## src/rtl/sqe_hb_pkg.sv

```systemverilog
package sqe_hb_pkg;

    typedef enum logic [1:0] {
        HB_IDLE  = 2'd0,
        HB_WAIT  = 2'd1,
        HB_PULSE = 2'd2
    } hb_state_e;

    // Registered copy of the MAC-side and mode inputs
    typedef struct packed {
        logic tx_en;
        logic tx_prev;
        logic allow;
    } hb_in_t;

    function automatic int hb_max(input int a, input int b);
        return (a > b) ? a : b;
    endfunction

endpackage

```

## src/rtl/sqe_hb_inreg.sv

```systemverilog
module sqe_hb_inreg
    import sqe_hb_pkg::*;
(
    input  logic clk_i,
    input  logic rst_ni,
    input  logic tx_en_i,
    input  logic node_mode_i,
    input  logic half_duplex_i,
    input  logic link_ok_i,
    input  logic sqe_inhibit_i,
    output logic tx_en_q_o,
    output logic fall_o,
    output logic allow_o
);

    hb_in_t in_d, in_q;

    always_comb begin
        in_d         = in_q;
        in_d.tx_en   = tx_en_i;
        in_d.tx_prev = in_q.tx_en;
        in_d.allow   = node_mode_i & half_duplex_i & link_ok_i & ~sqe_inhibit_i;
    end

    always_ff @(posedge clk_i or negedge rst_ni) begin
        if (!rst_ni) begin
            in_q <= '0;
        end else begin
            in_q <= in_d;
        end
    end

    // End of frame: registered enable was high one clock ago, low now
    assign tx_en_q_o = in_q.tx_en;
    assign fall_o    = in_q.tx_prev & ~in_q.tx_en;
    assign allow_o   = in_q.allow;

endmodule

```

## src/rtl/sqe_hb_timer.sv

```systemverilog
module sqe_hb_timer
    import sqe_hb_pkg::*;
#(
    parameter int DELAY_CYC = 25,
    parameter int WIDTH_CYC = 25
) (
    input  logic clk_i,
    input  logic rst_ni,
    input  logic tx_en_q_i,
    input  logic fall_i,
    input  logic allow_i,
    output logic pulse_o
);

    localparam int CNT_MAX = hb_max(DELAY_CYC, WIDTH_CYC);
    localparam int CNT_W   = $clog2(CNT_MAX + 1);
    localparam logic [CNT_W-1:0] DELAY_LAST = CNT_W'(DELAY_CYC - 1);
    localparam logic [CNT_W-1:0] WIDTH_LAST = CNT_W'(WIDTH_CYC - 1);

    typedef struct packed {
        hb_state_e        state;
        logic [CNT_W-1:0] cnt;
    } tmr_t;

    tmr_t tmr_d, tmr_q;

    always_comb begin
        tmr_d = tmr_q;
        unique case (tmr_q.state)
            HB_IDLE: begin
                if (fall_i && allow_i) begin
                    tmr_d.state = HB_WAIT;
                    tmr_d.cnt   = '0;
                end
            end
            HB_WAIT: begin
                if (!allow_i || tx_en_q_i) begin
                    // conditions lost or a new frame began: drop the test
                    tmr_d.state = HB_IDLE;
                    tmr_d.cnt   = '0;
                end else if (tmr_q.cnt == DELAY_LAST) begin
                    tmr_d.state = HB_PULSE;
                    tmr_d.cnt   = '0;
                end else begin
                    tmr_d.cnt = tmr_q.cnt + CNT_W'(1);
                end
            end
            HB_PULSE: begin
                if (!allow_i || (tmr_q.cnt == WIDTH_LAST)) begin
                    tmr_d.state = HB_IDLE;
                    tmr_d.cnt   = '0;
                end else begin
                    tmr_d.cnt = tmr_q.cnt + CNT_W'(1);
                end
            end
            default: begin
                tmr_d.state = HB_IDLE;
                tmr_d.cnt   = '0;
            end
        endcase
    end

    always_ff @(posedge clk_i or negedge rst_ni) begin
        if (!rst_ni) begin
            tmr_q <= '{state: HB_IDLE, cnt: '0};
        end else begin
            tmr_q <= tmr_d;
        end
    end

    assign pulse_o = (tmr_q.state == HB_PULSE);

endmodule

```

## src/rtl/sqe_heartbeat.sv

```systemverilog
module sqe_heartbeat #(
    parameter int DELAY_CYC = 25,
    parameter int WIDTH_CYC = 25
) (
    input  logic clk_i,
    input  logic rst_ni,
    input  logic tx_en_i,
    input  logic node_mode_i,
    input  logic half_duplex_i,
    input  logic link_ok_i,
    input  logic sqe_inhibit_i,
    output logic hb_col_o
);

    logic tx_en_q;
    logic fall;
    logic allow;

    sqe_hb_inreg u_inreg (
        .clk_i         (clk_i),
        .rst_ni        (rst_ni),
        .tx_en_i       (tx_en_i),
        .node_mode_i   (node_mode_i),
        .half_duplex_i (half_duplex_i),
        .link_ok_i     (link_ok_i),
        .sqe_inhibit_i (sqe_inhibit_i),
        .tx_en_q_o     (tx_en_q),
        .fall_o        (fall),
        .allow_o       (allow)
    );

    sqe_hb_timer #(
        .DELAY_CYC (DELAY_CYC),
        .WIDTH_CYC (WIDTH_CYC)
    ) u_timer (
        .clk_i     (clk_i),
        .rst_ni    (rst_ni),
        .tx_en_q_i (tx_en_q),
        .fall_i    (fall),
        .allow_i   (allow),
        .pulse_o   (hb_col_o)
    );

endmodule

```

## config.mk

```make
export PLATFORM = sky130hd
export DESIGN_NAME = sqe_heartbeat
export DESIGN_NICKNAME = d
export VERILOG_FILES = /design/src/rtl/sqe_hb_pkg.sv /design/src/rtl/sqe_hb_inreg.sv /design/src/rtl/sqe_hb_timer.sv /design/src/rtl/sqe_heartbeat.sv
export SDC_FILE = /design/constraint.sdc
export NUM_CORES = 1
export LEC_CHECK = 0
export BUFFER_PORTS_ARGS = -buffer_cell sky130_fd_sc_hd__buf_2
export CAP_MARGIN = 10
export CORE_AREA = 10 10 47 49
export DETAILED_ROUTE_END_ITERATION = 10
export DIE_AREA = 0 0 57 59
export PLACE_DENSITY = 0.59
export SYNTH_ARGS = -nofsm -noshare
export SYNTH_HDL_FRONTEND = slang
export SYNTH_SLANG_ARGS = --single-unit
```

## constraint.sdc

```tcl
create_clock -name clk_i -period 1.5 [get_ports clk_i]
set_input_delay 0.15 -clock clk_i [delete_from_list [all_inputs] [get_ports clk_i]]
set_output_delay 0.15 -clock clk_i [all_outputs]
set_load 0.02 [all_outputs]
```

==> results list <==
* Slowest CP cell: sky130_fd_sc_hd__dfrtp_1
- Once routing completed, OpenROAD measured the worst setup slack at 0.147 ns.
* Violation count after the first detailed-routing iteration: 4
- Across the whole layout, storage elements account for 250 um2.
* Biggest area contributors in the synthesized netlist: sky130_fd_sc_hd__dfrtp_1 (51%), sky130_fd_sc_hd__xor2_1 (5.4%), sky130_fd_sc_hd__ha_1 (5.1%)
- For the pin with the worst max-slew slack, the measured transition is 0.274 ns.
- CTS sink count: 10
- Buffer and inverter count on the worst path: 1
- Fin. max-slew vios: 0
- After routing, the total negative slack on setup checks comes to 0 ns.
- Classification of the worst setup path: flop to flop
- Seq/Total Area, Yosys: 51.0%
* VDD IR max: 420 uV
* Power Dens Cells: 807 mW/mm2
- Setup repair after global routing missed its margin: false
* Area of the mapped netlist: 490 um2
- In this run the number of H-tree levels came out at 1.
- The worst setup path is captured at a flop.
- Counting along the longest clock path gives a buffer depth of 2.
- Initial Utilization: 35.0%
* Max FO, Critical Path: 5
- Cell with the most instances after synthesis: sky130_fd_sc_hd__dfrtp_1
- Synthesis produced a netlist with a net count of 51.
- Root buffer cell: sky130_fd_sc_hd__clkbuf_4
* Post-synthesis average cell area: 11.7 um2
- Total inserted antenna cells: 0
* Status: finished clean
* Post-cts repair resize count: 0
* Worst R2R Setup Slack: 0.15 ns
- Chain of cells forming the critical path: inv_1 > ha_1 > nand4b_1 > o211ai_2 > o31ai_2
- Share of the synthesized area in the top cell type: 51.0%
- Via/cell ratio: 5.13
- Average wire per standard cell: 12.2 um
- Counting the fill cells in the layout gives 140.
* Peak per-stage delay on the critical path: 0.40 ns
- Entering global routing, the biggest net connects 11 pins.
* Max Cap Viol: 0
* Share of synthesized flip-flops with an asynchronous set or reset: 100%
- Most frequently used flop master after synthesis: sky130_fd_sc_hd__dfrtp_1
- Number of antenna violations at the first check in global routing: 0
* Endpoints failing hold: 0
* Final Instance Count excl. Fillers: 70
- Measured against its own limit, the worst slew margin works out to 81.7%.
* Worst Path Arrival: 1.53 ns
- After routing the design area is 588 um2.
* Final RePlAce weighted congestion: 0.826
- In this run, synthesis produced a sequential element count of 10.
- The via count of the first global-routing pass was 387.
* Gr ovfl total: 0
- Count of boundary I/O pins: 8
- After floorplanning, the core was sized to cover 0.00140 mm2.
- Total Nets Final: 65
- Number of enable-type register cells in the synthesized netlist: 0
* Chip width: 57 um
- OpenSTA, run right after detailed placement, puts the worst setup slack at 0.176 ns.
- The final route contains 359 vias.
- Sorting the synthesized cells by how often they occur yields sky130_fd_sc_hd__dfrtp_1 (10), sky130_fd_sc_hd__nand3_1 (5), sky130_fd_sc_hd__inv_1 (3), sky130_fd_sc_hd__xor2_1 (3).
- Buffers inserted to repair hold after CTS numbered 2.
* Area of the die: 0.00336 mm2
- Once layout is complete, the utilization of the core stands at 42.0%.
- Worst hold margin: 0.163 ns
- Clock-pin slew on the worst setup and hold paths: 0.06 ns
- Multi-input gate area in the final layout: 229 um2
- The area growth from synthesis to layout is 19.9%.
- In the finished design, the share of the clock period the worst path needs comes to 90.2%.
- Setup violations, final: 0
* Global-route wire length before repair: 1640 um
- Clock buffer count from CTS: 3
* Top delay family on crit path: compound AO/OA/AOI/OAI gates
- Cell count after placement: 65
- For the worst setup path, the data required time is 1.68 ns.
- Total power of the final layout: 0.474 mW
- Cells with a size suffix above 1 make up 25.9% of the layout.
- The min-delay analysis places its worst path in the category input pin to flop.
- In this run the remaining antenna-violating nets after routing total 0.
- Global routing used 6.21% of the available tracks across all layers.
- Overall routed net length: 855 um
* Max Clk Rate: 0.739 GHz
- Clock latency on the worst-skew pair: 0.26 ns
- Floorplan row count: 14
- Time the worst path needs with I/O delays and setup: 1.35 ns
- For this design the static power due to leakage is 0.264 nW.
- In the routed design, unresolved DRC markers number 0.
- Vertical extent of the die: 59 um
- Startpoint Class: flop
- After technology mapping, the gate count stands at 42.
- CTS tree: yes
* Post-synth top area cell: sky130_fd_sc_hd__dfrtp_1
- Input and output buffers added on the ports amount to 7.
* Post-DP HPWL: 674 um
- Yosys printed 0 warnings.
* Area of placed instances: 546 um2
* Yosys cell types: 20
* Setup repair bufs after CTS: 0
- The pre-antenna-repair detailed-routing pass consisted of 4 iterations.
- Final setup skew: 0.00690 ns
-- kinds of logic after synthesis --
family                   count (synthesis)  share of synthesized area, %
buffers and inverters                    3                          2.30
AND/OR/NAND/NOR                         16                          21.4
multiplexers                             2                          4.08
flip-flops                              10                          51.0
adder cells (fa/ha/maj)                  2                          5.10
AO/OA/AOI/OAI                            6                          10.7
XOR/XNOR                                 3                          5.36
-- registers in the layout (all words and copies together) (netlist names) --
name	count
u_timer.tmr_q	7
u_inreg.tx_en_q_o	1
u_inreg.in_q	1
u_inreg.allow_o	1
-- layer usage --
metal | part of all wire [%] | vias up | wire length, um | global-route usage, %
li1 | - | 175 | - | -
met1 | 43 | 167 | 369 | 6.51
met2 | 45 | 13 | 388 | 9.15
met3 | 7.6 | 4 | 65 | 1.93
met4 | 3.6 | 0 | 31 | 7.05
met5 | 0 | - | 0 | 0
-- worst register-to-register path, stage by stage, from the launching register on --
cell and delay (ns):
sky130_fd_sc_hd__dfrtp_1 0.40, sky130_fd_sc_hd__inv_1 0.07, sky130_fd_sc_hd__ha_1 0.20, sky130_fd_sc_hd__nand4b_1 0.17, sky130_fd_sc_hd__o211ai_2 0.18, sky130_fd_sc_hd__o31ai_2 0.25
-- cells in the final DEF, fill, tap and decap left out, drive strengths merged --
cell type	n
and2	1
and2b	1
and4b	1
buf	7
clkbuf	3
dfrtp	10
dlygate4sd3	2
ha	2
inv	3
mux2i	2
nand2	2
nand3	5
nand3b	1
nand4b	1
nor2	1
nor2b	1
nor3b	1
nor4b	1
o211ai	1
o21ai	2
o2bb2ai	2
o31ai	1
xor2	3
-- layout make-up --
type,count,area share [%]
clock buffers,3,3.83
inverters,3,1.91
multi-input cells,29,38.9
flip-flops and latches,10,42.6
well taps,16,3.40
repair buffers,9,9.36
-- final timing paths --
check | startpoint | to | depth (start not counted)
hold / removal | link_ok_i | u_inreg.allow_o | 2
min in group asynchronous | rst_ni | u_timer.tmr_q[2] | 2
hold reg to reg | u_inreg.tx_en_q_o | u_inreg.in_q[1] | 0
max in group asynchronous | rst_ni | u_timer.tmr_q[6] | 2
setup reg to reg | u_timer.tmr_q[0] | u_timer.tmr_q[2] | 5
setup / recovery | u_timer.tmr_q[0] | u_timer.tmr_q[2] | 5
-- where the power goes --
part	switching (mW)	internal, mW	total, mW
Combinational	0.00935	0.0122	0.0215
Sequential	0.00379	0.274	0.278
Clock	0.0829	0.0923	0.175
Total	0.0960	0.378	0.474
(Power assumes the default switching activity.)
